[src/rtl/tod_pkg.sv]
package tod_pkg;
  localparam int DIGIT_W = 4;
  typedef logic [DIGIT_W-1:0] bcd_t;
endpackage

[src/rtl/tod_prescaler.sv]
module tod_prescaler #(
  parameter int DIV = 32768
) (
  input  logic clk_i,
  input  logic rst_i,
  output logic tick_o
);
  localparam int CW = (DIV > 1) ? $clog2(DIV) : 1;

  logic [CW-1:0] cnt_q;
  logic          last;

  assign last   = (cnt_q == CW'(DIV - 1));
  assign tick_o = last;

  always_ff @(posedge clk_i) begin
    if (rst_i)     cnt_q <= '0;
    else if (last) cnt_q <= '0;
    else           cnt_q <= cnt_q + 1'b1;
  end

  if (DIV > 1) begin : g_chk
    // a tick lasts exactly one clock
    assert_tick_single_R2: assert property (@(posedge clk_i) disable iff (rst_i)
      tick_o |=> !tick_o);
  end
endmodule

[src/rtl/tod_digit.sv]
module tod_digit
  import tod_pkg::*;
#(
  parameter int LIMIT = 9
) (
  input  logic clk_i,
  input  logic rst_i,
  input  logic adv_i,
  output bcd_t val_o,
  output logic at_limit_o
);
  bcd_t val_q;

  assign at_limit_o = (val_q == DIGIT_W'(LIMIT));
  assign val_o      = val_q;

  always_ff @(posedge clk_i) begin
    if (rst_i)           val_q <= '0;
    else if (adv_i) begin
      if (at_limit_o)    val_q <= '0;
      else               val_q <= val_q + 1'b1;
    end
  end

  // a digit stays inside its decimal range
  assert_digit_range_R3: assert property (@(posedge clk_i) disable iff (rst_i)
    val_q <= DIGIT_W'(LIMIT));
  // without an advance the digit holds
  assert_digit_hold_R3: assert property (@(posedge clk_i) disable iff (rst_i)
    !adv_i |=> $stable(val_q));
endmodule

[src/rtl/tod_hours.sv]
module tod_hours
  import tod_pkg::*;
(
  input  logic clk_i,
  input  logic rst_i,
  input  logic set_i,
  input  logic carry_i,
  output logic tens_o,
  output bcd_t units_o,
  output logic pm_o
);
  logic tens_q, pm_q, step, is_eleven;
  bcd_t units_q;

  assign step      = set_i | carry_i;
  assign is_eleven = tens_q && (units_q == 4'd1);

  always_ff @(posedge clk_i) begin
    if (rst_i) begin
      tens_q  <= 1'b1;
      units_q <= 4'd2;
      pm_q    <= 1'b0;
    end else begin
      if (step) begin
        if (tens_q && units_q == 4'd2) begin
          tens_q  <= 1'b0;
          units_q <= 4'd1;
        end else if (units_q == 4'd9) begin
          tens_q  <= 1'b1;
          units_q <= 4'd0;
        end else begin
          units_q <= units_q + 1'b1;
        end
      end
      if (carry_i && !set_i && is_eleven) pm_q <= ~pm_q;
    end
  end

  assign tens_o  = tens_q;
  assign units_o = units_q;
  assign pm_o    = pm_q;

  // the hours field reads 1..12
  assert_hour_range_R6: assert property (@(posedge clk_i) disable iff (rst_i)
    (tens_q ? (units_q <= 4'd2) : (units_q != 4'd0 && units_q <= 4'd9)));
  // the flag changes only when the field has just become 12
  assert_pm_at_noon_R7: assert property (@(posedge clk_i) disable iff (rst_i)
    !$stable(pm_q) |-> (tens_q && units_q == 4'd2));
  // setting the hours never touches the flag
  assert_set_keeps_pm_R9: assert property (@(posedge clk_i) disable iff (rst_i)
    set_i |=> $stable(pm_q));
endmodule

[src/rtl/tod_clock_chain.sv]
module tod_clock_chain
  import tod_pkg::*;
#(
  parameter int PRESCALE_DIV = 32768
) (
  input  logic       clk_i,
  input  logic       rst_i,
  input  logic       set_min_i,
  input  logic       set_hr_i,
  output logic       tick_o,
  output logic [3:0] sec_ones_o,
  output logic [3:0] sec_tens_o,
  output logic [3:0] min_ones_o,
  output logic [3:0] min_tens_o,
  output logic [3:0] hr_ones_o,
  output logic       hr_tens_o,
  output logic       pm_o
);
  localparam int NDIG = 4;

  logic            tick;
  logic [NDIG-1:0] adv;
  logic [NDIG-1:0] tc;
  bcd_t            dv [NDIG];
  logic            hr_carry;

  tod_prescaler #(.DIV(PRESCALE_DIV)) u_presc (
    .clk_i (clk_i),
    .rst_i (rst_i),
    .tick_o(tick)
  );

  assign adv[0]   = tick;
  assign adv[1]   = tick & tc[0];
  assign adv[2]   = set_min_i | (tick & tc[0] & tc[1]);
  assign adv[3]   = adv[2] & tc[2];
  assign hr_carry = tick & (&tc) & ~set_min_i;

  for (genvar g = 0; g < NDIG; g++) begin : g_dig
    localparam int LIM = (g % 2 == 0) ? 9 : 5;
    tod_digit #(.LIMIT(LIM)) u_dig (
      .clk_i     (clk_i),
      .rst_i     (rst_i),
      .adv_i     (adv[g]),
      .val_o     (dv[g]),
      .at_limit_o(tc[g])
    );
  end

  tod_hours u_hours (
    .clk_i  (clk_i),
    .rst_i  (rst_i),
    .set_i  (set_hr_i),
    .carry_i(hr_carry),
    .tens_o (hr_tens_o),
    .units_o(hr_ones_o),
    .pm_o   (pm_o)
  );

  assign tick_o     = tick;
  assign sec_ones_o = dv[0];
  assign sec_tens_o = dv[1];
  assign min_ones_o = dv[2];
  assign min_tens_o = dv[3];

  // a minute set alone leaves the hours field alone
  assert_setmin_no_hour_R8: assert property (@(posedge clk_i) disable iff (rst_i)
    (set_min_i && !set_hr_i) |=> $stable({hr_tens_o, hr_ones_o}));
  // the minutes units digit moves only on a set or a seconds roll
  assert_min_step_R5: assert property (@(posedge clk_i) disable iff (rst_i)
    (!set_min_i && !(tick && sec_tens_o == 4'd5 && sec_ones_o == 4'd9))
      |=> $stable(min_ones_o));
endmodule

[config.mk]
export PLATFORM = sky130hd
export DESIGN_NAME = tod_clock_chain
export DESIGN_NICKNAME = d
export VERILOG_FILES = /design/src/rtl/tod_pkg.sv /design/src/rtl/tod_prescaler.sv /design/src/rtl/tod_digit.sv /design/src/rtl/tod_hours.sv /design/src/rtl/tod_clock_chain.sv
export SDC_FILE = /design/constraint.sdc
export NUM_CORES = 1
export LEC_CHECK = 0
export BUFFER_PORTS_ARGS = -buffer_cell sky130_fd_sc_hd__buf_2
export CORE_MARGIN = 1
export CORE_UTILIZATION = 60
export DETAILED_ROUTE_END_ITERATION = 10
export PLACE_DENSITY = 0.83
export SYNTH_ARGS = -nofsm -noshare
export SYNTH_HDL_FRONTEND = slang
export SYNTH_SLANG_ARGS = --single-unit
[constraint.sdc]
create_clock -name clk_i -period 3.42 [get_ports clk_i]
set_input_delay 0.684 -clock clk_i [delete_from_list [all_inputs] [get_ports clk_i]]
set_output_delay 0.684 -clock clk_i [all_outputs]
set_load 0.005 [all_outputs]
# After elaboration in Yosys (flattened, before gate mapping)
# Cells that the tools add are included.
# op_classes
n_addsub,6
multipliers,0
div_mod_pow,0
order_cmp,0
eq_ne,8
shift,0
muxes,8
bitwise,9
n_reduce_logical,9
# op_table
cell,count
2-to-1 mux 4 bit,6
"adder 4 x 1 -> 4 bit, second input constant",5
"adder 15 x 1 -> 15 bit, second input constant",1
"equality test 15 bit, second input constant",1
"equality test 4 bit, second input constant",3
"equality test 4 x 3 -> 1 bit, second input constant",2
bitwise AND 1 bit,5
"equality test 4 x 1 -> 1 bit, second input constant",1
"equality test 4 x 2 -> 1 bit, second input constant",1
logical AND 1 bit,4
AND reduction 4 bit,1
2-to-1 mux 1 bit,2
NOT 1 bit,2
OR 1 bit,2
AND reduction 2 bit,1
nonzero test 2 bit,1
OR reduction 2 bit,1
logical NOT 1 bit,1
# word_totals
register_bits,37
latchBits,0
mem_bits_rw,0
rom_bits,0
input_bits,4
output_inout_bits,23
wordCells,48
mem_count,0

# Longest topological paths before layout
# depth
ltp_word,6
ltp_mapped,8
depth_no_buf,6

# Modules after synthesis
# From an unflattened synthesis, not the netlist that was laid out.
# hier_totals
hier_cells,192
area_unflattened_um2,1729.2
# by_module_without_submodules
mod,n_inst,cells_per_inst,area_each_um2,seq_area_each_um2
tod_prescaler,1,70,650.6,300.3
tod_digit (g_dig[0].u_dig ...),2,21,186.4,80.1
tod_digit (g_dig[1].u_dig ...),2,19,177.7,80.1
tod_hours,1,35,304.0,120.1
tod_clock_chain,1,7,46.3,0.0

# Least setup slack after synthesis
# No wires, ideal clock.
# synth_path
path_type,register -> register
start,reg u_presc.cnt_q[0]
end,reg u_hours.units_q[3] (netlist: u_hours.units_o[3])
setup_time_ps,70
arrival_time_ps,2011
t_required_ps,3350
slack_ps,1339
path_stages_with_launch,8
period_less_slack_ps,2081
path_cell_list,dfxtp_1 ha_1 buf_2 nand4_4 nor4_4 a31oi_4 or4b_1 a21oi_1
# synth_via
elab_chain_len,4
# synth_lines
element,line_no,text
from (decl),tod_prescaler.sv:10,logic [CW-1:0] cnt_q;
from (signal assigned),tod_prescaler.sv:19,else cnt_q <= cnt_q + 1'b1;
equality test 15 bit,tod_prescaler.sv:13,assign last = (cnt_q == CW'(DIV - 1));
bitwise AND 1 bit (2 in a row),tod_clock_chain.sv:37,assign hr_carry = tick & (&tc) & ~set_min_i;
OR 1 bit,tod_hours.sv:15,assign step = set_i | carry_i;
to (signal assigned),tod_hours.sv:32,units_q <= units_q + 1'b1;
to (decl),tod_hours.sv:13,bcd_t units_q;
# Every way passes these cells.
# A chain may end at the register's enable or synchronous reset.

# Worst setup path in the final report
# layout_path
start,reg u_presc.cnt_q[0]
end,out tick_o
# layout_via
elab_chain_len,1
# layout_lines
element,line_no,text
equality test 15 bit,tod_prescaler.sv:13,
to (decl),tod_clock_chain.sv:10,"output logic tick_o,"
# Every way passes these cells.

==> impl_metrics.yaml <==
run_status:
  status: "finished with violations"
  failed_checks: "design-rule violations"
logic_synthesis:
  synth-seq-cells: 37
  yosys.area.top_type_share: 0.4123
  seq_area_frac_synth: 0.4123
  yosys_warnings: 0
  ys_top_cells_by_area: "dfxtp_1 41%, nor2_1 6.7%, xor2_1 6.3%, nand4_1 3.5%, a21oi_1 2.8%"
  syn-num-nets: 209
  ys.flop_type: "dfxtp_1"
  synthCells: 204
  synthDistinctLibCells: 47
  syn_area_um2: 1797
  synthMostInstantiatedCell: "dfxtp_1"
  netlist_top_cells_count: "37 x dfxtp_1, 32 x nor2_1, 13 x nand2_1, 13 x xor2_1"
  ys_async_sr_fraction: 0
  yosysTopAreaCell: "dfxtp_1"
  syn_area_per_cell_um2: 8.807
  synth_edf_count: 0
cells_and_area:
  fin_nets: 233
  diodes: 0
  drive_gt1_frac: 0.2140
  areaGrowthSynthToFinish_pct: 10.24
min_path:
  hold_class: "flop to flop"
power:
  ir_worst_vdd_mv: 0.2410
  power_leakage_nw: 0.8281
  power_switching_mw: 0.1933
  swShare: 0.2604
  pwr-share-clk: 0.298
  p_seq_frac: 0.616
  internal_power_mw: 0.5490
  p_per_area_nw_per_um2: 374.8
  comb_power_share: 0.085
sta:
  maxSlewHeadroom: 0.6657
  finalHoldViolCount: 0
  slew_violations: 0
  setup_tns_ns: 0
  rsz0062_at_grt: "false"
  setup_viol: 0
  max_slew.worst_pin.slew_ns: 0.5014
  finalCritPeriodShare: 0.7659
  finClkSkew_ns: 0.01325
  setup_ws_ns: 0.8006
  layout_min_cycle_time_ns: 2.619
  fmax_ghz: 0.3818
clock_tree:
  cts_tree: "yes"
  htreeDepth: 2
  clock-sinks: 37
  cts_setup_buffers: 0
  clk_pin_slew_ns: 0.12
  cts_buffers: 5
  ctsHoldBuffers: 0
  cts_resized: 0
  clockBufferDepth: 2
  cts-root-buf: "clkbuf_4"
  clk_latency_ns: 0.35
route:
  drt_wl_total_um: 3499
  postRouteAntennaNets: 0
  dr.first_iter.drc_count: 122
  drt-pass1-iter-count: 7
  vias: 1538
  viasPerCell: 5.915
  avgRoutedWirePerCell_um: 13.46
  remaining_drc_errors: 2
placement:
  port-buffer-count: 26
  gp_congestion: 0.8025
  dp_hpwl_um: 2472
  pre_cts_slack_ns: 1.115
grt:
  antenna_found_initial: 0
  grt_pass1_wl_um: 5927
  grtUsageTotal: 0.2391
  grt_overflow: 0
  grt_pass1_vias: 1406
  grt_max_degree: 31
setup_path:
  critPathRequiredTime_ns: 2.74
  arrival_ns: 1.94
  startpoint_type: "flop"
  crit_path_end_kind: "output pin"
  worst-setup-path-type: "flop to output pin"
  crit_fanout: 7
floorplan:
  io_pins: 27
  initial_utilization: 0.6405
  die_h_um: 56.72
  num_rows: 19
  core_um2: 2805
  fp.dieW_um: 56.72
  dieArea_um2: 3217
job:
  cap_violations: 0
-- state kept, by name, summed over array words and instances (netlist names) --
signal / count
g_dig.u_dig.val_o: 16
u_presc.cnt_q: 15
u_hours.units_o: 4
u_hours.pm_o: 1
u_hours.tens_o: 1
-- layer usage --
layer | up-vias | part of all wire | track usage
met5 | - | 0 | 0
met4 | 0 | 0.012 | 0.1107
met3 | 6 | 0.044 | 0.05991
met2 | 39 | 0.50 | 0.4099
met1 | 725 | 0.44 | 0.2780
li1 | 768 | - | -
-- logic make-up (layout without fill, tap and decap cells) --
family                   after synthesis  after routing  synth area share
buffers and inverters                 13             38           0.02855
AND/OR/NAND/NOR                      101            101            0.3217
multiplexers                           5              5           0.02925
adder cells (fa/ha/maj)                1              1          0.006963
flip-flops                            37             37            0.4123
XOR/XNOR                              18             18           0.08774
AO/OA/AOI/OAI                         29             29            0.1135
-- cell usage in the layout (no fill, tap or decap), types with 3 or more instances in the layout --
master	n
buf_2	26
nor2b_1	8
a21oi_1	10
nand3_1	4
xnor2_1	5
clkbuf_4	5
nor3_1	5
mux2i_1	3
nand4_1	10
nand2b_1	5
dfxtp_1	37
and4_1	3
nor2_1	32
and3_1	4
xor2_1	13
inv_1	4
nand2_1	13
o21ai_0	6
-- path summary, 6_finish.rpt --
path,start,to,slack [ns],depth (start not counted)
worst max register to register,u_presc.cnt_q[0],u_hours.units_o[3],1.09,6
worst min-delay path,u_presc.cnt_q[14],u_presc.cnt_q[14],0.52,2
worst max-delay path,u_presc.cnt_q[0],tick_o,0.80,6
worst min register to register,u_presc.cnt_q[14],u_presc.cnt_q[14],0.52,2
-- power by group through the flow --
stage,Sequential [mW],Combinational [mW],Clock (mW)
2_1_floorplan,0.462,0.0470,0
3_3_place_gp,0.466,0.0598,0
3_5_place_dp,0.467,0.0624,0
4_1_cts,0.457,0.0639,0.225
5_1_grt,0.460,0.0699,0.236
6_report,0.457,0.0633,0.222
-- per-stage QoR --
| step | util | power [mW] | cell area, µm² | hold WS (ns) | cells |
|---|---|---|---|---|---|
| 2_1_floorplan | - | 0.5088 | 1797 | 0.4529 | 204 |
| 3_3_place_gp | 0.6878 | 0.5253 | 1929 | 0.4680 | 252 |
| 3_5_place_dp | 0.6878 | 0.5290 | 1929 | 0.4882 | 252 |
| 4_1_cts | 0.7061 | 0.7460 | 1981 | 0.5135 | 260 |
| 5_1_grt | 0.7061 | 0.7660 | 1981 | 0.5400 | 260 |
| 6_report | 0.7061 | 0.7423 | 1981 | 0.5171 | 260 |
-- final cells by class --
cell class                      count  area [µm²]
Sequential cell                    37       740.7
Inverter                            4       15.01
Clock inverter                      2       10.01
Timing Repair Buffer               26       130.1
Multi-Input combinational cell    154        1005
Clock buffer                        6       41.29
Fill cell                         234       824.5
Tap cell                           31       38.79
-- worst max-delay path: stages, from the launching register on --
cell	delay, ns
dfxtp_1	0.43
ha_1	0.37
nand4_4	0.16
nor2_1	0.30
nand2_1	0.16
inv_1	0.08
buf_2	0.10
Power figures use the tool's default switching activity.
